[src/rtl/ets_seq_pkg.sv]
package ets_seq_pkg;
  typedef enum logic [2:0] {
    S_IDLE,
    S_LOAD,
    S_SETTLE,
    S_SAMPLE,
    S_STEP,
    S_FLAG,
    S_DRAIN
  } seq_state_t;
endpackage

[src/rtl/ets_sweep_ctrl.sv]
module ets_sweep_ctrl
  import ets_seq_pkg::*;
#(
  parameter int NUM_PHASES = 40,
  parameter int CODE_W     = 8,
  parameter int DAC_W      = 12,
  parameter int SETTLE_W   = 6,
  localparam int PH_W      = $clog2(NUM_PHASES),
  localparam int DAC_SHIFT = DAC_W - CODE_W
) (
  input  logic                clk,
  input  logic                rst_n,
  input  logic                start,
  input  logic [SETTLE_W-1:0] settle_cycles,
  input  logic                dac_ready,
  input  logic                phase_ack,
  input  logic                drain_done,
  output logic [DAC_W-1:0]    dac_code,
  output logic                dac_valid,
  output logic                phase_req,
  output logic                cmp_latch,
  output logic [PH_W-1:0]     phase_idx,
  output logic                clear_counts,
  output logic                done,
  output logic                busy
);
  localparam logic [PH_W-1:0] PH_LAST = PH_W'(NUM_PHASES - 1);

  seq_state_t          state;
  logic [CODE_W-1:0]   level;
  logic [SETTLE_W-1:0] settle_q;
  logic [SETTLE_W-1:0] settle_cnt;

  always_ff @(posedge clk) begin
    if (!rst_n) begin
      state      <= S_IDLE;
      level      <= '0;
      phase_idx  <= '0;
      settle_q   <= '0;
      settle_cnt <= '0;
    end else begin
      case (state)
        S_IDLE: if (start) begin
          settle_q  <= settle_cycles;
          level     <= '0;
          phase_idx <= '0;
          state     <= S_LOAD;
        end
        S_LOAD: if (dac_ready) begin
          settle_cnt <= settle_q;
          state      <= S_SETTLE;
        end
        S_SETTLE: begin
          if (settle_cnt == '0) state <= S_SAMPLE;
          else settle_cnt <= settle_cnt - 1'b1;
        end
        S_SAMPLE: state <= S_STEP;
        S_STEP: if (phase_ack) begin
          if (phase_idx == PH_LAST) begin
            phase_idx <= '0;
            if (level == '1) state <= S_FLAG;
            else begin
              level <= level + 1'b1;
              state <= S_LOAD;
            end
          end else begin
            phase_idx <= phase_idx + 1'b1;
            state     <= S_SAMPLE;
          end
        end
        S_FLAG:  state <= S_DRAIN;
        S_DRAIN: if (drain_done) state <= S_IDLE;
        default: state <= S_IDLE;
      endcase
    end
  end

  always_comb begin
    dac_code     = DAC_W'(level) << DAC_SHIFT;
    dac_valid    = (state == S_LOAD);
    phase_req    = (state == S_STEP);
    cmp_latch    = (state == S_SAMPLE);
    done         = (state == S_FLAG);
    busy         = (state != S_IDLE);
    clear_counts = (state == S_IDLE) && start;
  end

  assert_dac_hold_R2: assert property (@(posedge clk) disable iff (!rst_n)
    dac_valid && !dac_ready |=> dac_valid && $stable(dac_code))
    else $error("DAC code changed before acceptance");

  assert_req_hold_R4: assert property (@(posedge clk) disable iff (!rst_n)
    phase_req && !phase_ack |=> phase_req && !cmp_latch)
    else $error("phase request dropped before acknowledge");

  assert_latch_pulse_R5: assert property (@(posedge clk) disable iff (!rst_n)
    cmp_latch |=> !cmp_latch)
    else $error("latch strobe longer than one cycle");

  assert_done_pulse_R7: assert property (@(posedge clk) disable iff (!rst_n)
    done |=> !done && busy)
    else $error("done not a single pulse");
endmodule

[src/rtl/ets_hit_counters.sv]
module ets_hit_counters #(
  parameter int NUM_PHASES = 40,
  parameter int CODE_W     = 8,
  localparam int PH_W      = $clog2(NUM_PHASES)
) (
  input  logic                                 clk,
  input  logic                                 rst_n,
  input  logic                                 clear,
  input  logic                                 hit,
  input  logic [PH_W-1:0]                      phase_idx,
  output logic [NUM_PHASES-1:0][CODE_W-1:0]    codes
);
  for (genvar p = 0; p < NUM_PHASES; p++) begin : g_cnt
    logic [CODE_W-1:0] cnt;

    always_ff @(posedge clk) begin
      if (!rst_n || clear) cnt <= '0;
      else if (hit && phase_idx == PH_W'(p) && cnt != '1) cnt <= cnt + 1'b1;
    end

    assign codes[p] = cnt;

    assert_no_overflow_R6: assert property (@(posedge clk) disable iff (!rst_n)
      (cnt == '1) && !clear |=> cnt == '1)
      else $error("phase counter wrapped");
  end
endmodule

[src/rtl/ets_result_stream.sv]
module ets_result_stream #(
  parameter int NUM_PHASES = 40,
  parameter int CODE_W     = 8,
  localparam int PH_W      = $clog2(NUM_PHASES)
) (
  input  logic                              clk,
  input  logic                              rst_n,
  input  logic                              load,
  input  logic [NUM_PHASES-1:0][CODE_W-1:0] codes,
  input  logic                              res_ready,
  output logic                              res_valid,
  output logic [CODE_W-1:0]                 res_code,
  output logic [PH_W-1:0]                   res_phase,
  output logic                              res_last,
  output logic                              drain_done
);
  localparam logic [PH_W-1:0] PH_LAST = PH_W'(NUM_PHASES - 1);

  logic            active;
  logic [PH_W-1:0] idx;

  always_ff @(posedge clk) begin
    if (!rst_n) begin
      active <= 1'b0;
      idx    <= '0;
    end else if (load) begin
      active <= 1'b1;
      idx    <= '0;
    end else if (active && res_ready) begin
      if (idx == PH_LAST) active <= 1'b0;
      else idx <= idx + 1'b1;
    end
  end

  always_comb begin
    res_valid  = active;
    res_code   = codes[idx];
    res_phase  = idx;
    res_last   = (idx == PH_LAST);
    drain_done = active && res_ready && res_last;
  end

  assert_res_hold_R8: assert property (@(posedge clk) disable iff (!rst_n)
    res_valid && !res_ready |=> res_valid && $stable(res_code) && $stable(res_phase) && $stable(res_last))
    else $error("result changed under back-pressure");
endmodule

[src/rtl/ets_sampler_seq.sv]
module ets_sampler_seq #(
  parameter int NUM_PHASES = 40,
  parameter int CODE_W     = 8,
  parameter int DAC_W      = 12,
  parameter int SETTLE_W   = 6,
  localparam int PH_W      = $clog2(NUM_PHASES)
) (
  input  logic                clk,
  input  logic                rst_n,
  input  logic                start,
  input  logic [SETTLE_W-1:0] settle_cycles,
  output logic                busy,
  output logic                done,
  output logic [DAC_W-1:0]    dac_code,
  output logic                dac_valid,
  input  logic                dac_ready,
  output logic                phase_req,
  input  logic                phase_ack,
  output logic                cmp_latch,
  input  logic                cmp_in,
  output logic                res_valid,
  input  logic                res_ready,
  output logic [CODE_W-1:0]   res_code,
  output logic [PH_W-1:0]     res_phase,
  output logic                res_last
);
  logic                              clear_counts;
  logic                              drain_done;
  logic [PH_W-1:0]                   phase_idx;
  logic [NUM_PHASES-1:0][CODE_W-1:0] codes;

  ets_sweep_ctrl #(
    .NUM_PHASES(NUM_PHASES), .CODE_W(CODE_W), .DAC_W(DAC_W), .SETTLE_W(SETTLE_W)
  ) u_ctrl (
    .clk(clk), .rst_n(rst_n), .start(start), .settle_cycles(settle_cycles),
    .dac_ready(dac_ready), .phase_ack(phase_ack), .drain_done(drain_done),
    .dac_code(dac_code), .dac_valid(dac_valid), .phase_req(phase_req),
    .cmp_latch(cmp_latch), .phase_idx(phase_idx), .clear_counts(clear_counts),
    .done(done), .busy(busy)
  );

  ets_hit_counters #(.NUM_PHASES(NUM_PHASES), .CODE_W(CODE_W)) u_counts (
    .clk(clk), .rst_n(rst_n), .clear(clear_counts),
    .hit(cmp_latch && cmp_in), .phase_idx(phase_idx), .codes(codes)
  );

  ets_result_stream #(.NUM_PHASES(NUM_PHASES), .CODE_W(CODE_W)) u_out (
    .clk(clk), .rst_n(rst_n), .load(done), .codes(codes), .res_ready(res_ready),
    .res_valid(res_valid), .res_code(res_code), .res_phase(res_phase),
    .res_last(res_last), .drain_done(drain_done)
  );

  assert_done_before_results_R7: assert property (@(posedge clk) disable iff (!rst_n)
    done |-> !res_valid && !phase_req)
    else $error("done overlaps results or a pending step");

  assert_quiet_when_idle_R1: assert property (@(posedge clk) disable iff (!rst_n)
    !busy |-> !dac_valid && !phase_req && !cmp_latch && !res_valid)
    else $error("activity while idle");
endmodule

[config.mk]
export PLATFORM = sky130hd
export DESIGN_NAME = ets_sampler_seq
export DESIGN_NICKNAME = d
export VERILOG_FILES = /design/src/rtl/ets_seq_pkg.sv /design/src/rtl/ets_sweep_ctrl.sv /design/src/rtl/ets_hit_counters.sv /design/src/rtl/ets_result_stream.sv /design/src/rtl/ets_sampler_seq.sv
export SDC_FILE = /design/constraint.sdc
export NUM_CORES = 1
export LEC_CHECK = 0
export BUFFER_PORTS_ARGS = -buffer_cell sky130_fd_sc_hd__buf_4
export CAP_MARGIN = 40
export CORE_AREA = 2 2 202 204
export DETAILED_ROUTE_END_ITERATION = 6
export DIE_AREA = 0 0 204 206
export PLACE_DENSITY = 0.65
export SLEW_MARGIN = 20
export SYNTH_ARGS = -nofsm -noshare
export SYNTH_HDL_FRONTEND = slang
export SYNTH_SLANG_ARGS = --single-unit
[constraint.sdc]
create_clock -name clk -period 2.9 [get_ports clk]
set_clock_uncertainty 0.2 [all_clocks]
set_input_delay 0.58 -clock clk [delete_from_list [all_inputs] [get_ports clk]]
set_output_delay 0.58 -clock clk [all_outputs]
set_load 0.02 [all_outputs]
Word level (Yosys, flattened, before mapping)
Index checks and enable logic that the tools add are counted.

cells by class
  mux-type cells = 25
  equal/unequal tests = 95
  add/subtract/negate cells = 44
  reductions and logical operators = 102
  bitwise operators = 2
  magnitude comparators = 1

operators with widths
  cell                   count
  $add A8 B1 Y8 const B  41
  $ne A8 B8 Y1 const B   40
  $eq A6 B5 Y1 const B   16
  $logic_and A1 B1 Y1    84
  $eq A6 B6 Y1 const B   9
  $bmux W8 S6            1
  $eq A6 B4 Y1 const B   8
  $mux W8                5
  $mux W6                5
  $eq A6 B3 Y1 const B   4
  $pmux W6 S2            2
  $mux W3                7
  $pmux W3 S7            1
  $pmux W8 S2            1
  $add A6 B1 Y6 const B  2
  $eq A6 B2 Y1 const B   2
  $logic_not A6 Y1       2
  $reduce_and A5 Y1      2
  $eq A3 B3 Y1 const B   3
  $eq A8 B8 Y1 const B   1
  $ne A2 B1 Y1 const B   4
  $ne A2 B2 Y1 const B   4
  $reduce_bool A2 Y1     4
  $lt A6 B7 Y1 const B   1
  other kinds (13)       20

storage, ports and cells
  input port bits = 13
  register bits = 356
  output and inout port bits = 33

Depth between registers and ports, before layout
Gate-level depths: netlist (run 1).

  depth after elaboration = 5
  depth in mapped cells = 9
  gate-level depth less buffers = 7

By module
A second synthesis (run 1) with hierarchy kept.

second synthesis, totals
  cells, all modules = 2267
  area total of the unflattened synthesis = 20617.3 um^2

by module, submodules not included
  module             area an instance (um^2)  cells an instance  times used
  ets_hit_counters   15681.3                  1812               1
  ets_result_stream  3071.7                   237                1
  ets_sweep_ctrl     1858.0                   217                1
  ets_sampler_seq    6.3                      1                  1

Worst setup path before layout (run 1)
OpenSTA, ideal clock, no wires.

  path type = register to output
  from = register u_out.idx[0], in the netlist u_out.res_phase[0]
  to = output port res_code[5]
  cell stages (with the launch flop) = 8
  arrival = 2198 ps
  slack = -78 ps
  data required time = 2120 ps
  cells stage by stage = dfxtp_1 buf_4 buf_4 buf_4 mux4_2 a211oi_1 a211o_1 o21ai_0

on the way
  cells in the longest elaborated chain, start to end = 2

RTL lines
  item                           RTL line                 RTL
  start: declaration             ets_result_stream.sv:20  logic [PH_W-1:0] idx;
  start signal: assignment       ets_result_stream.sv:31  else idx <= idx + 1'b1;
  $bmux W8 S6                    ets_result_stream.sv:37  res_code = codes[idx];
  $mux W8 (implied by the code)  ets_result_stream.sv:37
  end: declaration               ets_sampler_seq.sv:23    output logic [CODE_W-1:0] res_code,

No other way between the ends. The select of a mux whose other input is x is not followed.

Worst setup path after layout (run 1)
  from = register u_out.idx[0], in the netlist u_out.res_phase[0]
  to = output port res_code[0]

Same word-level chain as after synthesis.

==> impl_metrics.json, run 1 <==
{
  "detail_route.iter0.violations": 1330,
  "layout-drive-gt1-share_pct": 15.6,
  "netlist_instances": 2189,
  "detailed_place_hpwl_um": 38700,
  "min_path_cells": 3,
  "clock_tree.htree_level_count": 2,
  "postSynthRegisterBits": 356,
  "total_setup_violations_reported_at_the_end_of_the_flow": 8,
  "power_uw": 11700,
  "violations": "negative setup slack",
  "fin_nets": 2321,
  "critPathBufInv": 3,
  "place_ws_ns": -0.176,
  "numClockSinks": 356,
  "worst_skew_pair_later_pin_latency_ns": 0.58,
  "critical_path.top_delay_family": "compound AO/OA/AOI/OAI gates",
  "critPathKind": "reg2out",
  "gp_congestion": 0.969,
  "drt-total-wl_um": 52800,
  "initial_antenna_violation_count": 1,
  "synth.top_cell.area_share_pct": 36.3,
  "io_buffers": 41,
  "cp_most_frequent_cell": "sky130_fd_sc_hd__buf_4",
  "routed_wire_length_per_instance_um": 18.7,
  "crit_arrival_ns": 2.68,
  "viasPerCell": 5.88,
  "placed_instance_count": 2737,
  "finish.cell_count_without_fillers": 2824,
  "dominantRegCellSynth": "sky130_fd_sc_hd__dfxtp_1",
  "finalCritPeriodShare_pct": 119,
  "drcViolationCount": 0,
  "final_hold_viol_count": 0,
  "cts_tree": "done",
  "p_comb_share_pct": 13.2,
  "synthDominantAreaCellType": "sky130_fd_sc_hd__dfxtp_1",
  "ys.warnings.count": 0,
  "post_synth.cell_area_avg_sq_um": 8.98,
  "worst_slew_margin_rel_pct": 50.9,
  "clockPowerShare_pct": 43.9,
  "rsz0062_at_grt": "yes",
  "worst-path-max-fanout": 8,
  "outcome": "complete, but fails checks",
  "powerDensity_nw_per_um2": 516,
  "grt_overflow_total": 0,
  "endpoint_kind": "output port",
  "fp-row-count": 74,
  "timing.max_cap.violations": 0,
  "synth.distinct_cells": 72,
  "cts.root.buffer_cell": "sky130_fd_sc_hd__clkbuf_16",
  "clock_path_buffers": 3,
  "crit_cells": 8,
  "detailroute.via_count": 16619,
  "numCtsBuffers": 42,
  "timing_worst_slew_pin_value_ns": 0.731,
  "drt_pass1_iterations": 7,
  "final-max-slew-violation-count": 0,
  "crit_path_cells": "buf_4 -> mux4_2 -> a22o_1 -> a211oi_2 -> buf_4 -> a211o_1 -> o21ai_2 -> buf_6",
  "post_synth_edffs": 0,
  "num_antenna_cells": 0,
  "area_delta_synth_final_pct": 15.0,
  "static-leakage-power_uw": 0.00708,
  "num_io_pins": 46,
  "grt_first_pass_wirelength_um": 84000,
  "hold_path.class": "in2reg",
  "power.switching_uw": 3230,
  "clk_pin_slew_worst_paths_ns": 0.06,
  "synthesis.area_sq_um": 19700,
  "initial_core_util_pct": 48.9,
  "dieArea_sq_um": 42000,
  "dieHeight_um": 206,
  "floorplan.die.width_um": 204,
  "cp.required_ns": 2.12,
  "reg2reg_depth": 5,
  "switching_share_pct": 27.7,
  "critPathLaunchType": "flop",
  "grt_max_degree": 112,
  "fin_ws_ns": -0.559,
  "synth.yosys.seq_area_share_pct": 36.3,
  "synth.area.top_cells": "sky130_fd_sc_hd__dfxtp_1 (36%), sky130_fd_sc_hd__xnor2_1 (8.8%), sky130_fd_sc_hd__mux4_2 (7.3%)",
  "critPathSlowestCell": "sky130_fd_sc_hd__mux4_2",
  "seqPwrFrac_pct": 42.9,
  "max_freq_ghz": 0.289,
  "vdd_ir_drop_max_mv": 0.745,
  "grt_pass1_vias": 15482,
  "worst_path_largest_cell_delay_ns": 0.49,
  "layout_min_cycle_time_ns": 3.46,
  "core_region_area_sq_um": 40200,
  "drt.antenna.violating_nets": 0,
  "globalRouteTotalUtil_pct": 25.1,
  "p_int_uw": 8430,
  "async_sr_flop_fraction_pct": 0
}
-- metal layers --
layer	track usage, %	vias up	wire length [um]
li1	-	8036	-
met1	34.0	7990	23600
met2	40.0	484	23900
met3	5.09	109	3480
met4	8.88	0	1820
met5	0	-	0
-- cell type report --
| type | count | area (sq um) |
|---|---|---|
| tap | 532 | 666 |
| inverter | 43 | 161 |
| multi-input combinational | 1687 | 12100 |
| fill | 3551 | 17600 |
| timing repair buffer | 130 | 1220 |
| clock buffer | 65 | 1260 |
| sequential | 356 | 7130 |
| clock inverter | 11 | 67.6 |
-- cell usage in the layout (no fill, tap or decap), types with 9 or more instances in the layout --
cell type and n:
sky130_fd_sc_hd__dfxtp_1 354, sky130_fd_sc_hd__nor2_1 351, sky130_fd_sc_hd__xnor2_1 197, sky130_fd_sc_hd__nand3_1 144, sky130_fd_sc_hd__nand2_1 125, sky130_fd_sc_hd__buf_4 99
sky130_fd_sc_hd__nor3_1 97, sky130_fd_sc_hd__mux4_2 64, sky130_fd_sc_hd__mux2i_1 64, sky130_fd_sc_hd__nor4_1 64, sky130_fd_sc_hd__a21oi_1 62, sky130_fd_sc_hd__o21ai_0 58
sky130_fd_sc_hd__ha_1 48, sky130_fd_sc_hd__xor2_1 46, sky130_fd_sc_hd__inv_1 43, sky130_fd_sc_hd__nand4_1 43, sky130_fd_sc_hd__clkbuf_16 43, sky130_fd_sc_hd__and3_1 38
sky130_fd_sc_hd__nor3b_1 25, sky130_fd_sc_hd__or3_1 24, sky130_fd_sc_hd__buf_6 15, sky130_fd_sc_hd__a211oi_2 14, sky130_fd_sc_hd__a211oi_1 13, sky130_fd_sc_hd__and3b_1 12
sky130_fd_sc_hd__and4_1 12, sky130_fd_sc_hd__clkbuf_1 12, sky130_fd_sc_hd__and2_1 11, sky130_fd_sc_hd__nand3_4 11, sky130_fd_sc_hd__clkbuf_8 10, sky130_fd_sc_hd__buf_12 10
sky130_fd_sc_hd__a22o_1 9
-- through the flow --
step	TNS, ns	utilization, %	area (sq um)	hold WS [ns]
after CTS	-4.15	56.1	22500	0.0357
after detailed placement	-1.19	51.8	20800	0.279
after global routing	-4.53	56.2	22600	0.0575
after floorplan	0	-	19700	0.247
after global placement	-0.899	51.8	20800	0.265
final	-4.01	56.2	22600	0.0523
-- cells by family (layout without fill, tap and decap cells) --
group	count (synthesis)	count (layout)	share of synthesized area (%)
AO/OA/AOI/OAI	247	247	8.66
XOR/XNOR	243	243	10.8
adder cells (fa/ha/maj)	48	48	3.06
buffers and inverters	149	249	3.54
flip-flops	356	356	36.3
multiplexers	131	131	10.8
other	1	4	0.0191
AND/OR/NAND/NOR	1014	1014	26.9
-- final timing paths --
| check | start | to | slack, ns |
|---|---|---|---|
| worst max-delay path | u_out.res_phase[0] | res_code[0] | -0.56 |
| worst min-delay path | settle_cycles[4] | u_ctrl.settle_q[4] | 0.05 |
| worst min register to register | u_ctrl.settle_q[0] | u_ctrl.settle_cnt[0] | 0.29 |
| worst max register to register | u_ctrl.phase_idx[2] | u_counts.g_cnt[36].cnt[4] | 0.35 |
-- repair_timing --
| action | 4_1_cts | 5_1_grt |
|---|---|---|
| hold buffers | 0 | 0 |
| resized for setup | 59 | 14 |
| pin swaps | 15 | 8 |
| cloned | 2 | 0 |
| endpoints found under the setup margin | 9 | 9 |
| setup buffers | 7 | 1 |
-- worst min-delay path, stage by stage --
cell and delay, ns:
sky130_fd_sc_hd__buf_4 0.08, sky130_fd_sc_hd__mux2i_1 0.05, sky130_fd_sc_hd__nor2_1 0.07
-- power by group through the flow --
stage / registers [uW] / clock network [uW] / logic (uW)
floorplan: 5100 / 0 / 1050
global placement: 5110 / 0 / 1470
detailed placement: 5110 / 0 / 1480
CTS: 5000 / 5210 / 1530
global route: 5010 / 5410 / 1660
finish: 5000 / 5120 / 1530
-- sequential cells by signal (all words and copies together), names as in the netlist --
register and flops:
u_counts.g_cnt.cnt 320, u_ctrl.level 8, u_ctrl.phase_idx 6, u_ctrl.settle_cnt 6
u_ctrl.settle_q 6, u_out.res_phase 6, u_ctrl.state 3, u_out.res_valid 1
-- Yosys cell counts, types with 5 or more instances --
master,instances
sky130_fd_sc_hd__mux2i_1,66
sky130_fd_sc_hd__and3_1,38
sky130_fd_sc_hd__xnor2_1,197
sky130_fd_sc_hd__and4_1,12
sky130_fd_sc_hd__nand2_1,125
sky130_fd_sc_hd__o21ai_1,8
sky130_fd_sc_hd__nand4_1,43
sky130_fd_sc_hd__a311oi_1,6
sky130_fd_sc_hd__a31oi_1,5
sky130_fd_sc_hd__a211o_1,8
sky130_fd_sc_hd__mux4_2,64
sky130_fd_sc_hd__buf_2,27
sky130_fd_sc_hd__o22ai_1,8
sky130_fd_sc_hd__o2111ai_4,6
sky130_fd_sc_hd__nor4_1,64
sky130_fd_sc_hd__o221ai_1,9
sky130_fd_sc_hd__nand3_4,11
sky130_fd_sc_hd__nor4b_2,5
sky130_fd_sc_hd__and2_1,11
sky130_fd_sc_hd__o21ai_0,67
sky130_fd_sc_hd__inv_1,43
sky130_fd_sc_hd__xor2_1,46
sky130_fd_sc_hd__nor2_1,351
sky130_fd_sc_hd__ha_1,48
sky130_fd_sc_hd__a22o_1,9
sky130_fd_sc_hd__nor3b_1,25
sky130_fd_sc_hd__or3_1,24
sky130_fd_sc_hd__a21oi_1,62
sky130_fd_sc_hd__and3b_1,12
sky130_fd_sc_hd__nand3_1,144
sky130_fd_sc_hd__a211oi_1,27
sky130_fd_sc_hd__a22oi_1,8
sky130_fd_sc_hd__buf_4,14
sky130_fd_sc_hd__nor2b_1,6
sky130_fd_sc_hd__dfxtp_1,356
sky130_fd_sc_hd__buf_6,5
sky130_fd_sc_hd__o2111ai_2,5
sky130_fd_sc_hd__nor4b_1,7
sky130_fd_sc_hd__nor4_2,7
sky130_fd_sc_hd__o2111ai_1,5
sky130_fd_sc_hd__clkbuf_1,56
sky130_fd_sc_hd__nor3_1,97
Note: power is estimated with default switching activity, not from simulation.
==> run 2, diff against run 1 <==
--- a/config.mk
+++ b/config.mk
@@ -10,7 +10,7 @@
 export CORE_AREA = 2 2 202 204
 export DETAILED_ROUTE_END_ITERATION = 6
 export DIE_AREA = 0 0 204 206
-export PLACE_DENSITY = 0.65
+export PLACE_DENSITY = 0.68
 export SLEW_MARGIN = 20
 export SYNTH_ARGS = -nofsm -noshare
 export SYNTH_HDL_FRONTEND = slang
==> constraint.sdc (replaced) <==
create_clock -name clk -period 3 [get_ports clk]
set_clock_uncertainty 0.2 [all_clocks]
set_input_delay 0.6 -clock clk [delete_from_list [all_inputs] [get_ports clk]]
set_output_delay 0.6 -clock clk [all_outputs]
set_load 0.02 [all_outputs]
==> run 2 against run 1 <==
Net effect:
- the run still ends with negative setup slack left
- clock power rose by 3%
- sequential power fell by 3%
- cell count fell by 0.32%
- power fell by 0.88%
- die area did not move
- count of clock-buffer cells in the layout fell by 11
- sequential share of layout area rose by 0.082 points
- via count rose by 0.41%
- largest cell class unchanged
==> impl_metrics.json, run 2 (synthesized netlist as in run 1, its figures left out) <==
{
  "finish.cell_count_without_fillers": 2815,
  "vdd_ir_drop_max_mv": 0.449,
  "fin_nets": 2315,
  "timing.max_cap.violations": 0,
  "total_setup_violations_reported_at_the_end_of_the_flow": 8,
  "placed_instance_count": 2738,
  "grt_max_degree": 100,
  "detail_route.iter0.violations": 1370,
  "mostFrequentLayoutCells": "sky130_fd_sc_hd__dfxtp_1 (354), sky130_fd_sc_hd__nor2_1 (351), sky130_fd_sc_hd__xnor2_1 (197)",
  "static-leakage-power_uw": 0.00705,
  "worst_slew_margin_rel_pct": 46.4,
  "num_io_pins": 46,
  "dieHeight_um": 206,
  "seqPwrFrac_pct": 42.1,
  "timing_worst_slew_pin_value_ns": 0.803,
  "min_path_cells": 3,
  "hold_path.class": "in2reg",
  "io_buffers": 41,
  "grt_pass1_vias": 15325,
  "worst-path-max-fanout": 6,
  "power.switching_uw": 3150,
  "initial_antenna_violation_count": 0,
  "final_hold_viol_count": 0,
  "drt_pass1_iterations": 7,
  "outcome": "complete, but fails checks",
  "final-max-slew-violation-count": 0,
  "violations": "negative setup slack",
  "reg2reg_depth": 7,
  "fillers": 3562,
  "num_antenna_cells": 0,
  "layout_commonest_cell": "sky130_fd_sc_hd__dfxtp_1",
  "largest_registers": "u_counts.g_cnt.cnt x320, u_ctrl.level x8",
  "largest_reg_flops": 320,
  "cts.hold.buffers_added": 0,
  "fin_hold_ws_ns": 0.0692,
  "crit_arrival_ns": 2.74,
  "r2r-start": "u_ctrl.phase_idx[0]",
  "rr_endpoint": "u_counts.g_cnt[36].cnt[4]",
  "detailroute.via_count": 16687,
  "p_int_uw": 8400,
  "powerDensity_nw_per_um2": 512,
  "clk_pin_slew_worst_paths_ns": 0.06,
  "timing.hold.worst.start": "settle_cycles[0]",
  "numCtsBuffers": 41,
  "drt.antenna.violating_nets": 0,
  "cts.root.buffer_cell": "sky130_fd_sc_hd__clkbuf_16",
  "min_delay_worst_endpoint": "u_ctrl.settle_q[0]",
  "numClockSinks": 356,
  "cts_tree": "done",
  "fin_ws_ns": -0.536,
  "area_delta_synth_final_pct": 14.7,
  "dieArea_sq_um": 42000,
  "clock_tree.htree_level_count": 2,
  "utilization_pct": 56.1,
  "reg2reg_slack_ns": 0.32,
  "viasPerCell": 5.93,
  "globalRouteTotalUtil_pct": 25.1,
  "worst_skew_pair_later_pin_latency_ns": 0.58,
  "grt_first_pass_wirelength_um": 83900,
  "finalCritPeriodShare_pct": 118,
  "place_ws_ns": -0.185,
  "registers.top_by_ff_count": "u_counts.g_cnt.cnt",
  "drt-total-wl_um": 53200,
  "fp-row-count": 74,
  "critPathLaunchType": "flop",
  "floorplan.die.width_um": 204,
  "max_freq_ghz": 0.283,
  "initial_core_util_pct": 48.9,
  "critPathKind": "reg2out",
  "clockPowerShare_pct": 45.6,
  "grt_overflow_total": 0,
  "core_region_area_sq_um": 40200,
  "endpoint_kind": "output port",
  "drcViolationCount": 0,
  "layout-drive-gt1-share_pct": 15.2,
  "detailed_place_hpwl_um": 38700,
  "power_uw": 11500,
  "layout_min_cycle_time_ns": 3.54,
  "switching_share_pct": 27.3,
  "routed_wire_length_per_instance_um": 18.9,
  "p_comb_share_pct": 12.3,
  "gp_congestion": 0.963,
  "cp.required_ns": 2.20,
  "rsz0062_at_grt": "yes",
  "clock_path_buffers": 3
}
[run 2: cell count changes in the layout (fill, tap and decap cells not counted), sizes merged]
cell,before,now
clkbuf,66,54
clkinvlp,1,3
bufbuf,1,0
buf,128,125
inv,45,44
bufinv,0,6
[run 2: area by class of cell]
cell class	instances	area [sq um]	share of cell area [%]
Clock buffer	54	1130	5.03
Clock inverter	18	274	1.22
Inverter	43	161	0.716
Multi-Input combinational cell	1687	12100	53.5
Sequential cell	356	7130	31.6
Tap cell	532	666	2.95
Timing Repair Buffer	125	1110	4.92
[run 2: worst max-delay path: stages (launching register included)]
cell and delay (ns):
sky130_fd_sc_hd__dfxtp_4 0.38, sky130_fd_sc_hd__buf_12 0.13, sky130_fd_sc_hd__buf_8 0.12, sky130_fd_sc_hd__mux4_2 0.50, sky130_fd_sc_hd__a22o_1 0.22, sky130_fd_sc_hd__a211oi_2 0.27
sky130_fd_sc_hd__a211o_1 0.22, sky130_fd_sc_hd__o21ai_1 0.11, sky130_fd_sc_hd__buf_4 0.19
[run 2: repair_timing]
| action | in CTS | in global routing |
|---|---|---|
| gates resized for setup | 38 | 24 |
| pin swaps | 13 | 15 |
| buffers inserted | 2 | 5 |
| setup endpoints to repair | 9 | 9 |
| cloned | 0 | 0 |
[run 2: power groups by stage]
stage / clock network (uW) / logic, uW / registers (uW)
after floorplan: 0 / 1010 / 4930
after global routing: 5560 / 1530 / 4870
after detailed placement: 0 / 1380 / 4980
after CTS: 5360 / 1410 / 4860
final: 5260 / 1420 / 4870
after global placement: 0 / 1370 / 4970
[run 2: worst max path at each step]
| stage | start | endpoint | slack (ns) | cells after the start |
|---|---|---|---|---|
| 2_1_floorplan | u_out.res_phase[0] | res_code[5] | 0.002 | 7 |
| 3_3_place_gp | u_out.res_phase[0] | res_code[5] | -0.19 | 7 |
| 3_5_place_dp | u_out.res_phase[0] | res_code[3] | -0.19 | 7 |
| 4_1_cts | u_out.res_phase[0] | res_code[1] | -0.52 | 8 |
| 5_1_grt | u_out.res_phase[0] | res_code[4] | -0.57 | 9 |
| 6_report | u_out.res_phase[0] | res_code[1] | -0.54 | 8 |
[run 2: per-layer routing]
layer	vias up	part of all wire, %	global-route usage [%]
li1	8036	-	-
met4	0	3.4	9.52
met5	-	0	0
met1	7941	44	33.8
met2	581	45	39.6
met3	129	7.4	5.25
[run 2: metrics by stage]
stage          instance area (sq um)  TNS (ns)
6_report                       22500     -3.81
5_1_grt                        22500     -4.25
4_1_cts                        22400     -3.91
3_5_place_dp                   20800     -1.11
3_3_place_gp                   20800    -0.944
2_1_floorplan                  19700         0
